==> config.mk <==
export PLATFORM = sky130hd
export DESIGN_NAME = hbr_burst_rd_port
export DESIGN_NICKNAME = d
export VERILOG_FILES = /design/src/rtl/hbr_pkg.sv /design/src/rtl/hbr_sync.sv /design/src/rtl/hbr_frame.sv /design/src/rtl/hbr_rd_path.sv /design/src/rtl/hbr_burst_rd_port.sv
export SDC_FILE = /design/constraint.sdc
export NUM_CORES = 1
export LEC_CHECK = 0
export ABC_AREA = 1
export BUFFER_PORTS_ARGS = -buffer_cell sky130_fd_sc_hd__buf_2
export CORE_UTILIZATION = 40
export DETAILED_ROUTE_END_ITERATION = 7
export GPL_ROUTABILITY_DRIVEN = 0
export GPL_TIMING_DRIVEN = 1
export PLACE_DENSITY = 0.69
export SYNTH_ARGS = -nofsm -noshare
export SYNTH_HDL_FRONTEND = slang
export SYNTH_SLANG_ARGS = --single-unit
==> constraint.sdc <==
create_clock -name clk_i -period 1.5 [get_ports clk_i]
set_clock_uncertainty 0.2 [all_clocks]
set_input_delay 0.3 -clock clk_i [delete_from_list [all_inputs] [get_ports clk_i]]
set_output_delay 0.3 -clock clk_i [all_outputs]
set_load 0.01 [all_outputs]
==> src/rtl/hbr_pkg.sv <==
package hbr_pkg;

  // Synchronized host-side control lines.
  typedef struct packed {
    logic cs_n;
    logic rd_n;
    logic fsel;
    logic a2;
  } host_ctl_t;

  localparam int unsigned HOST_CTL_W = $bits(host_ctl_t);

  // Idle levels: strobes inactive, select off, address low.
  localparam host_ctl_t HOST_CTL_IDLE = '{cs_n: 1'b1, rd_n: 1'b1, fsel: 1'b0, a2: 1'b0};

endpackage

==> src/rtl/hbr_sync.sv <==
module hbr_sync #(
  parameter int unsigned WIDTH  = 4,
  parameter int unsigned STAGES = 2,
  parameter logic [WIDTH-1:0] RST_VAL = '0
) (
  input  logic             clk_i,
  input  logic             rst_ni,
  input  logic [WIDTH-1:0] d_i,
  output logic [WIDTH-1:0] q_o
);

  logic [WIDTH-1:0] stg_q [STAGES];

  for (genvar s = 0; s < STAGES; s++) begin : g_stage
    if (s == 0) begin : g_first
      always_ff @(posedge clk_i or negedge rst_ni) begin
        if (!rst_ni) stg_q[s] <= RST_VAL;
        else         stg_q[s] <= d_i;
      end
    end else begin : g_next
      always_ff @(posedge clk_i or negedge rst_ni) begin
        if (!rst_ni) stg_q[s] <= RST_VAL;
        else         stg_q[s] <= stg_q[s-1];
      end
    end
  end

  assign q_o = stg_q[STAGES-1];

endmodule

==> src/rtl/hbr_frame.sv <==
module hbr_frame
  import hbr_pkg::*;
(
  input  logic      clk_i,
  input  logic      rst_ni,
  input  host_ctl_t ctl_i,
  output logic      start_o,
  output logic      step_o,
  output logic      oe_o
);

  logic cyc_s;
  logic act_q;
  logic a2_q;

  // Framing depends only on the combined strobe state, so order is irrelevant.
  assign cyc_s = !ctl_i.cs_n && !ctl_i.rd_n && ctl_i.fsel;

  always_ff @(posedge clk_i or negedge rst_ni) begin
    if (!rst_ni) begin
      act_q <= 1'b0;
      a2_q  <= 1'b0;
    end else begin
      act_q <= cyc_s;
      a2_q  <= ctl_i.a2;
    end
  end

  assign start_o = cyc_s && !act_q;
  // An address change coinciding with the opening edge is absorbed by the start.
  assign step_o  = cyc_s && act_q && (ctl_i.a2 ^ a2_q);
  assign oe_o    = act_q;

  a_r2_oe_needs_both: assert property (@(posedge clk_i) disable iff (!rst_ni)
    oe_o |-> ($past(!ctl_i.cs_n) && $past(!ctl_i.rd_n)));

endmodule

==> src/rtl/hbr_rd_path.sv <==
module hbr_rd_path #(
  parameter int unsigned DATA_W = 32
) (
  input  logic              clk_i,
  input  logic              rst_ni,
  input  logic              start_i,
  input  logic              step_i,
  input  logic [DATA_W-1:0] fifo_rdata_i,
  input  logic              fifo_empty_i,
  output logic              pop_o,
  output logic [DATA_W-1:0] data_o,
  output logic              underflow_o
);

  logic              pop_q;
  logic              ld_q;
  logic              und_q;
  logic [DATA_W-1:0] data_q;

  always_ff @(posedge clk_i or negedge rst_ni) begin
    if (!rst_ni) begin
      pop_q <= 1'b0;
      ld_q  <= 1'b0;
      und_q <= 1'b0;
    end else begin
      pop_q <= step_i && !fifo_empty_i;
      // The FIFO head advances at the edge that samples the pop; reload after that.
      ld_q  <= pop_q;
      if (step_i && fifo_empty_i) und_q <= 1'b1;
    end
  end

  always_ff @(posedge clk_i or negedge rst_ni) begin
    if (!rst_ni)               data_q <= '0;
    else if (start_i || ld_q)  data_q <= fifo_rdata_i;
  end

  assign pop_o       = pop_q;
  assign data_o      = data_q;
  assign underflow_o = und_q;

  a_r7_sticky_underflow: assert property (@(posedge clk_i) disable iff (!rst_ni)
    und_q |=> und_q);

  a_r7_hold_on_empty: assert property (@(posedge clk_i) disable iff (!rst_ni)
    (step_i && fifo_empty_i && !start_i && !ld_q) |=> $stable(data_q));

endmodule

==> src/rtl/hbr_burst_rd_port.sv <==
module hbr_burst_rd_port
  import hbr_pkg::*;
#(
  parameter int unsigned DATA_W      = 32,
  parameter int unsigned SYNC_STAGES = 2
) (
  input  logic              clk_i,
  input  logic              rst_ni,
  input  logic              cs_ni,
  input  logic              rd_ni,
  input  logic              fsel_i,
  input  logic              a2_i,
  input  logic [DATA_W-1:0] fifo_rdata_i,
  input  logic              fifo_empty_i,
  output logic              fifo_pop_o,
  output logic [DATA_W-1:0] data_o,
  output logic              data_oe_o,
  output logic              underflow_o
);

  host_ctl_t ctl_raw;
  host_ctl_t ctl_s;
  logic      start;
  logic      step;

  assign ctl_raw = '{cs_n: cs_ni, rd_n: rd_ni, fsel: fsel_i, a2: a2_i};

  hbr_sync #(
    .WIDTH  (HOST_CTL_W),
    .STAGES (SYNC_STAGES),
    .RST_VAL(HOST_CTL_IDLE)
  ) u_sync (
    .clk_i (clk_i),
    .rst_ni(rst_ni),
    .d_i   (ctl_raw),
    .q_o   (ctl_s)
  );

  hbr_frame u_frame (
    .clk_i  (clk_i),
    .rst_ni (rst_ni),
    .ctl_i  (ctl_s),
    .start_o(start),
    .step_o (step),
    .oe_o   (data_oe_o)
  );

  hbr_rd_path #(
    .DATA_W(DATA_W)
  ) u_rd_path (
    .clk_i       (clk_i),
    .rst_ni      (rst_ni),
    .start_i     (start),
    .step_i      (step),
    .fifo_rdata_i(fifo_rdata_i),
    .fifo_empty_i(fifo_empty_i),
    .pop_o       (fifo_pop_o),
    .data_o      (data_o),
    .underflow_o (underflow_o)
  );

  a_r8_pop_in_cycle: assert property (@(posedge clk_i) disable iff (!rst_ni)
    fifo_pop_o |-> data_oe_o);

  a_r4_start_no_pop: assert property (@(posedge clk_i) disable iff (!rst_ni)
    $rose(data_oe_o) |-> !fifo_pop_o);

  a_r3_strobe_release: assert property (@(posedge clk_i) disable iff (!rst_ni)
    (ctl_s.cs_n || ctl_s.rd_n) |=> !data_oe_o);

  a_r9_no_select: assert property (@(posedge clk_i) disable iff (!rst_ni)
    !ctl_s.fsel |=> !data_oe_o);

endmodule

==> flow_summary.yaml, run 1 <==
cts:
  root_buffer: "clkbuf_8"
  clock_latency_ns: 0.30
  cts_tree: "built"
  htree_levels: 2
  clk_path_buf_depth: 2
  clock-sinks: 45
  cts_buffers: 5
  clk_pin_slew_ns: 0.08
logic_synthesis:
  yosys_warnings: 0
  ys_async_sr_fraction_pct: 100
  yosysMostFrequentCell: "nand2_1"
  ys_seq_area_share_pct: 67.5
  synth_top_area_cell: "dfrtp_1"
  synthFlopType: "dfrtp_1"
  netlist_instances: 166
  synth_edf_count: 0
  yosys-top-cells-count: "69 x nand2_1, 41 x dfrtp_1, 33 x nand3_1, 4 x dfstp_2, 4 x inv_1"
  synth.area.top_cells: "dfrtp_1 61%, nand2_1 15%, nand3_1 9.9%"
  yosysTopAreaCellShare_pct: 61.2
  synth_seq_cells: 45
  syn-num-nets: 205
  avgSynthCellArea_um2: 10.1
  netlist_area_mm2: 0.00168
  synth_cell_types: 15
timing:
  rsz0062_at_grt: "false"
  slew_violations: 0
  min_period_over_period_pct: 93.6
  max_clock_freq_ghz: 0.712
  final_hold_viol_count: 0
  slew_headroom_pct: 75.6
  holdWs_ns: 0.00223
  setup_viol: 0
  period_minus_slack_ns: 1.40
  tightest_slew_ns: 0.366
  final.setup.tns_ns: 0
setup_path:
  timing.rr.end: "u_rd_path.data_o[6]"
  ff2ff_path_depth: 4
  cp-startpoint: "u_frame.oe_o"
  r2r_slack_ns: 0.1
  worstPathCellList: "nand3b_2, buf_4, nand3_1, nand2_1"
  crit_fanout: 14
  path_class: "reg2reg"
  cp.required_ns: 1.49
  r2r_start: "u_frame.oe_o"
  worstPathArrival_ns: 1.40
  worstSetupEndpointType: "flop"
  crit_end: "u_rd_path.data_o[6]"
  cp_slowest_cell: "dfrtp_1"
  worst_setup_path_start_kind: "flop"
  cpPeakStageDelay_ns: 0.41
placed_design:
  hpwl_mm: 2.47
  post_dp_cell_area_mm2: 0.00211
  io_buffers: 73
power_and_ir_drop:
  p_leak_nw: 1.38
  sw_frac_of_total_pct: 27.2
  p_clk_share_pct: 30.6
  peakVddDrop_uv: 706
  switchingPower_w: 0.000821
  internal-power_w: 0.00220
  pwr-share-seq_pct: 49.3
  p_per_area_mw_per_mm2: 1180
  power_w: 0.00302
  pwr-share-comb_pct: 20.1
layout:
  final_area_mm2: 0.00255
  layout.nets: 313
  drive_above_1_share_pct: 34.2
  final_core_util_pct: 63.8
  areaGrowthSynthToFinish_pct: 52.3
  antennaDiodeCount: 0
  fill_cells: 330
run:
  drv_cap: 0
hold_path:
  worstHoldStart: "fifo_rdata_i[3]"
  hold_class: "in2reg"
global_routing:
  grt_start_max_net_pins: 33
  grt_pass1_wl_mm: 6.54
  groute.usage.overall_pct: 20.0
  overflow: 0
  first_global_vias: 1452
  antenna_found_initial: 0
die:
  initial_core_util_pct: 41.9
  rows: 23
  coreArea_mm2: 0.00400
  die_x_um: 66.7
  dieHeight_um: 66.7
  die_area_mm2: 0.00445
  io_pins: 74
drt:
  drt_iter0_markers: 93
  first_pass_iters: 6
  wire_per_inst_um: 12.5
  wl_mm: 4.05
  drc: 2
  ant_nets: 0
  vias: 1497
  routed_via_density: 4.61
status:
  violations: "DRC"
  status: "complete, but fails checks"
[cell families (layout without fill, tap and decap cells)]
kind of cell	Yosys count	after routing	synth area share, %
buffers and inverters	13	122	4.48
flip-flops	45	45	67.5
AND/OR/NAND/NOR	108	108	28.0
[flip-flops by register name, indices dropped and copies added, names as in the netlist]
register and count:
u_frame.a2_q 1, u_frame.oe_o 1, u_rd_path.ld_q 1, u_rd_path.data_o 32
u_sync.q_o 4, u_rd_path.pop_o 1, u_sync.stg_q 4, u_rd_path.underflow_o 1
[worst min path at each step]
stage          slack, ns  cells after the start                   end
2_1_floorplan      -0.20                      0          u_frame.a2_q
3_3_place_gp        0.03                      1   u_rd_path.data_o[0]
3_5_place_dp        0.03                      1   u_rd_path.data_o[3]
4_1_cts           0.0007                      3  u_rd_path.data_o[16]
5_1_grt            0.006                      3   u_rd_path.data_o[0]
6_report           0.002                      3   u_rd_path.data_o[3]
[layout make-up]
cell class	count	area, um^2	area share (%)
flip-flops and latches	45	1130	44.3
clock buffers	5	68.8	2.70
well taps	50	62.6	2.45
clock inverters	3	46.3	1.81
inverters	4	15.0	0.589
repair buffers	110	749	29.4
multi-input cells	108	478	18.7
[metrics by stage]
step | instances | worst slack (ns)
2_1_floorplan | 166 | 0.198
3_3_place_gp | 286 | 0.118
3_5_place_dp | 286 | 0.0854
4_1_cts | 325 | 0.0684
5_1_grt | 325 | 0.00871
6_report | 325 | 0.0959
[placed cells by master (no fill, tap or decap), drive strengths merged]
cell type,n
buf,79
nand2,70
dfrtp,41
nand3,33
dlygate4sd3,31
clkbuf,5
inv,4
dfstp,4
nor2,2
nor3,1
nand3b,1
nor3b,1
bufinv,1
clkinv,1
clkinvlp,1
[power by group through the flow]
| stage | logic, W | clock network [W] | registers, W |
|---|---|---|---|
| finish | 0.000605 | 0.000924 | 0.00149 |
| detailed placement | 0.000547 | 0 | 0.00150 |
| CTS | 0.000609 | 0.000949 | 0.00149 |
| global route | 0.000680 | 0.000998 | 0.00151 |
| global placement | 0.000530 | 0 | 0.00150 |
| floorplan | 0.000182 | 0 | 0.00158 |
[metal layers]
layer	vias to the layer above	share of wire [%]	wire length [um]	GRT usage, %
li1	742	-	-	-
met1	687	41	1670	24.1
met2	64	50	2040	34.5
met3	4	7.5	304	5.99
met4	0	0.86	35	4.79
met5	-	0	0	0
[timing repair]
action,4_1_cts,5_1_grt
hold buffers,31,0
resized for setup,0,2
hold endpoints to repair,48,0
endpoints found under the setup margin,0,25
setup buffers,0,0
[worst max-delay path: cells and delay by family, from the launching register on]
| kind | cells | cell delay (ns) |
|---|---|---|
| and+or+nand+nor | 3 | 0.46 |
| DFF | 1 | 0.41 |
| buffers and inverters | 1 | 0.24 |
No activity file was read; power rests on OpenSTA's default activity.
==> run 2: changes to the inputs <==
PLACE_DENSITY = 0.72   (was 0.69)
clock period = 1.1 ns   (was 1.5 ns; I/O delays follow)
==> run 2 against run 1 <==
Net effect:
- the flow finishes with violations (setup timing)
- register-to-register slack worse by 0.41 ns
- routed wire length increased by 24%
- largest power group unchanged
- critical path type unchanged
- die area unchanged
==> flow_summary.yaml, run 2 (synthesis results as in run 1) <==
power_and_ir_drop:
  p_leak_nw: 1.66
  peakVddDrop_uv: 1070
  p_per_area_mw_per_mm2: 1380
  power_w: 0.00425
timing:
  final.setup.tns_ns: -13.93
  max_clock_freq_ghz: 0.709
  rsz0062_at_grt: "true"
  period_minus_slack_ns: 1.41
  slew_headroom_pct: 84.9
  slew_violations: 0
  holdWs_ns: 0.107
  setup_viol: 69
  final_hold_viol_count: 0
  tightest_slew_ns: 0.227
  min_period_over_period_pct: 128
  finalWorstSetupSlack_ns: -0.310
setup_path:
  cp_slowest_cell: "dfstp_2"
  worstPathCellList: "nor2_4, nand3b_4, buf_6, clkbuf_16, nand3_1, nand2_1"
  crit_fanout: 8
  cpPeakStageDelay_ns: 0.56
  worstSetupEndpointType: "flop"
  worst_setup_path_start_kind: "flop"
  path_class: "reg2reg"
  cp.required_ns: 1.13
  worstPathArrival_ns: 1.44
layout:
  largest_reg_flops: 32
  final_common_cell: "nand2_1"
  areaGrowthSynthToFinish_pct: 84.1
  most-common-layout-cells: "68 x nand2_1, 65 x buf_2, 41 x dfrtp_1, 38 x dlygate4sd3_1, 27 x buf_4"
  final_core_util_pct: 77.1
  drive_above_1_share_pct: 43.5
  antennaDiodeCount: 0
  layout.nets: 354
die:
  coreArea_mm2: 0.00400
  io_pins: 74
  die_area_mm2: 0.00445
  rows: 23
  dieHeight_um: 66.7
  die_x_um: 66.7
  initial_core_util_pct: 41.9
cts:
  root_buffer: "clkbuf_8"
  cts_buffers: 5
  htree_levels: 2
  clk_path_buf_depth: 2
  clock-sinks: 45
  clock_latency_ns: 0.29
  cts_tree: "built"
  clk_pin_slew_ns: 0.08
drt:
  routed_via_density: 4.73
  first_pass_iters: 4
  drc: 0
  drt_iter0_markers: 88
  vias: 1725
  ant_nets: 0
  wire_per_inst_um: 13.8
  wl_mm: 5.04
run:
  drv_cap: 0
global_routing:
  grt_pass1_wl_mm: 6.71
  first_global_vias: 1526
  groute.usage.overall_pct: 20.7
  overflow: 0
  antenna_found_initial: 0
  grt_start_max_net_pins: 33
status:
  violations: "setup timing"
  status: "complete, but fails checks"
placed_design:
  hpwl_mm: 2.38
  io_buffers: 73
hold_path:
  hold_class: "in2async"
## run 2: cell types whose count changed in the layout (fill, tap and decap cells not counted), sizes merged
cell / delta
inv: -1
dlygate4sd3: +7
clkinv: -1
bufinv: -1
clkbuf: +5
buf: +29
nand2: +2
## run 2: critical path: cells and delay by family (launching register included)
family                 cells  cell delay [ns]
buffers and inverters      2             0.31
flip-flops                 1             0.56
AND/OR/NAND/NOR            4             0.29
## run 2: power by group
part           internal (W)  switching (W)  total [W]  leakage, nW
registers           0.00190       0.000143    0.00204        0.544
clock network      0.000499       0.000515    0.00101       0.0443
logic              0.000690       0.000504    0.00119         1.08
## run 2: worst paths after layout
path                                 startpoint              endpoint  slack (ns)  cells past startpoint
worst max register to register    u_sync.q_o[2]  u_rd_path.data_o[13]       -0.31                      6
min in group clk_i              u_sync.stg_q[5]         u_sync.q_o[1]        0.16                      0
worst min register to register  u_sync.stg_q[5]         u_sync.q_o[1]        0.16                      0
worst max-delay path              u_sync.q_o[2]  u_rd_path.data_o[13]       -0.31                      6
max in group asynchronous                rst_ni       u_sync.stg_q[6]        0.16                      3
worst min-delay path                     rst_ni   u_rd_path.data_o[0]        0.11                      2
## run 2: per-stage QoR
stage / area, um^2 / setup WS (ns) / std cells
finish: 3080 / -0.310 / 365
detailed placement: 2160 / -0.335 / 288
global route: 3080 / -0.362 / 365
floorplan: 1680 / -0.162 / 166
global placement: 2160 / -0.306 / 288
CTS: 2710 / -0.272 / 341
## run 2: layout make-up
cell class	count	area (um^2)
well taps	50	62.6
flip-flops and latches	45	1130
fillers	273	916
repair buffers	149	1210
clock buffers	7	86.3
inverters	4	18.8
multi-input cells	110	578
## run 2: layer usage
layer | track usage, % | part of all wire (%) | vias to the layer above
li1 | - | - | 827
met1 | 23.5 | 40 | 830
met2 | 37.4 | 54 | 59
met3 | 4.79 | 4.5 | 9
met4 | 7.98 | 1.8 | 0
met5 | 0 | 0 | -
## run 2: timing repair
item,CTS,global route
setup buffers,8,19
gates resized for setup,3,23
setup endpoints to repair,68,69
cloned,0,5
hold endpoints to repair,83,0
hold buffers,38,0
pin swaps,1,4
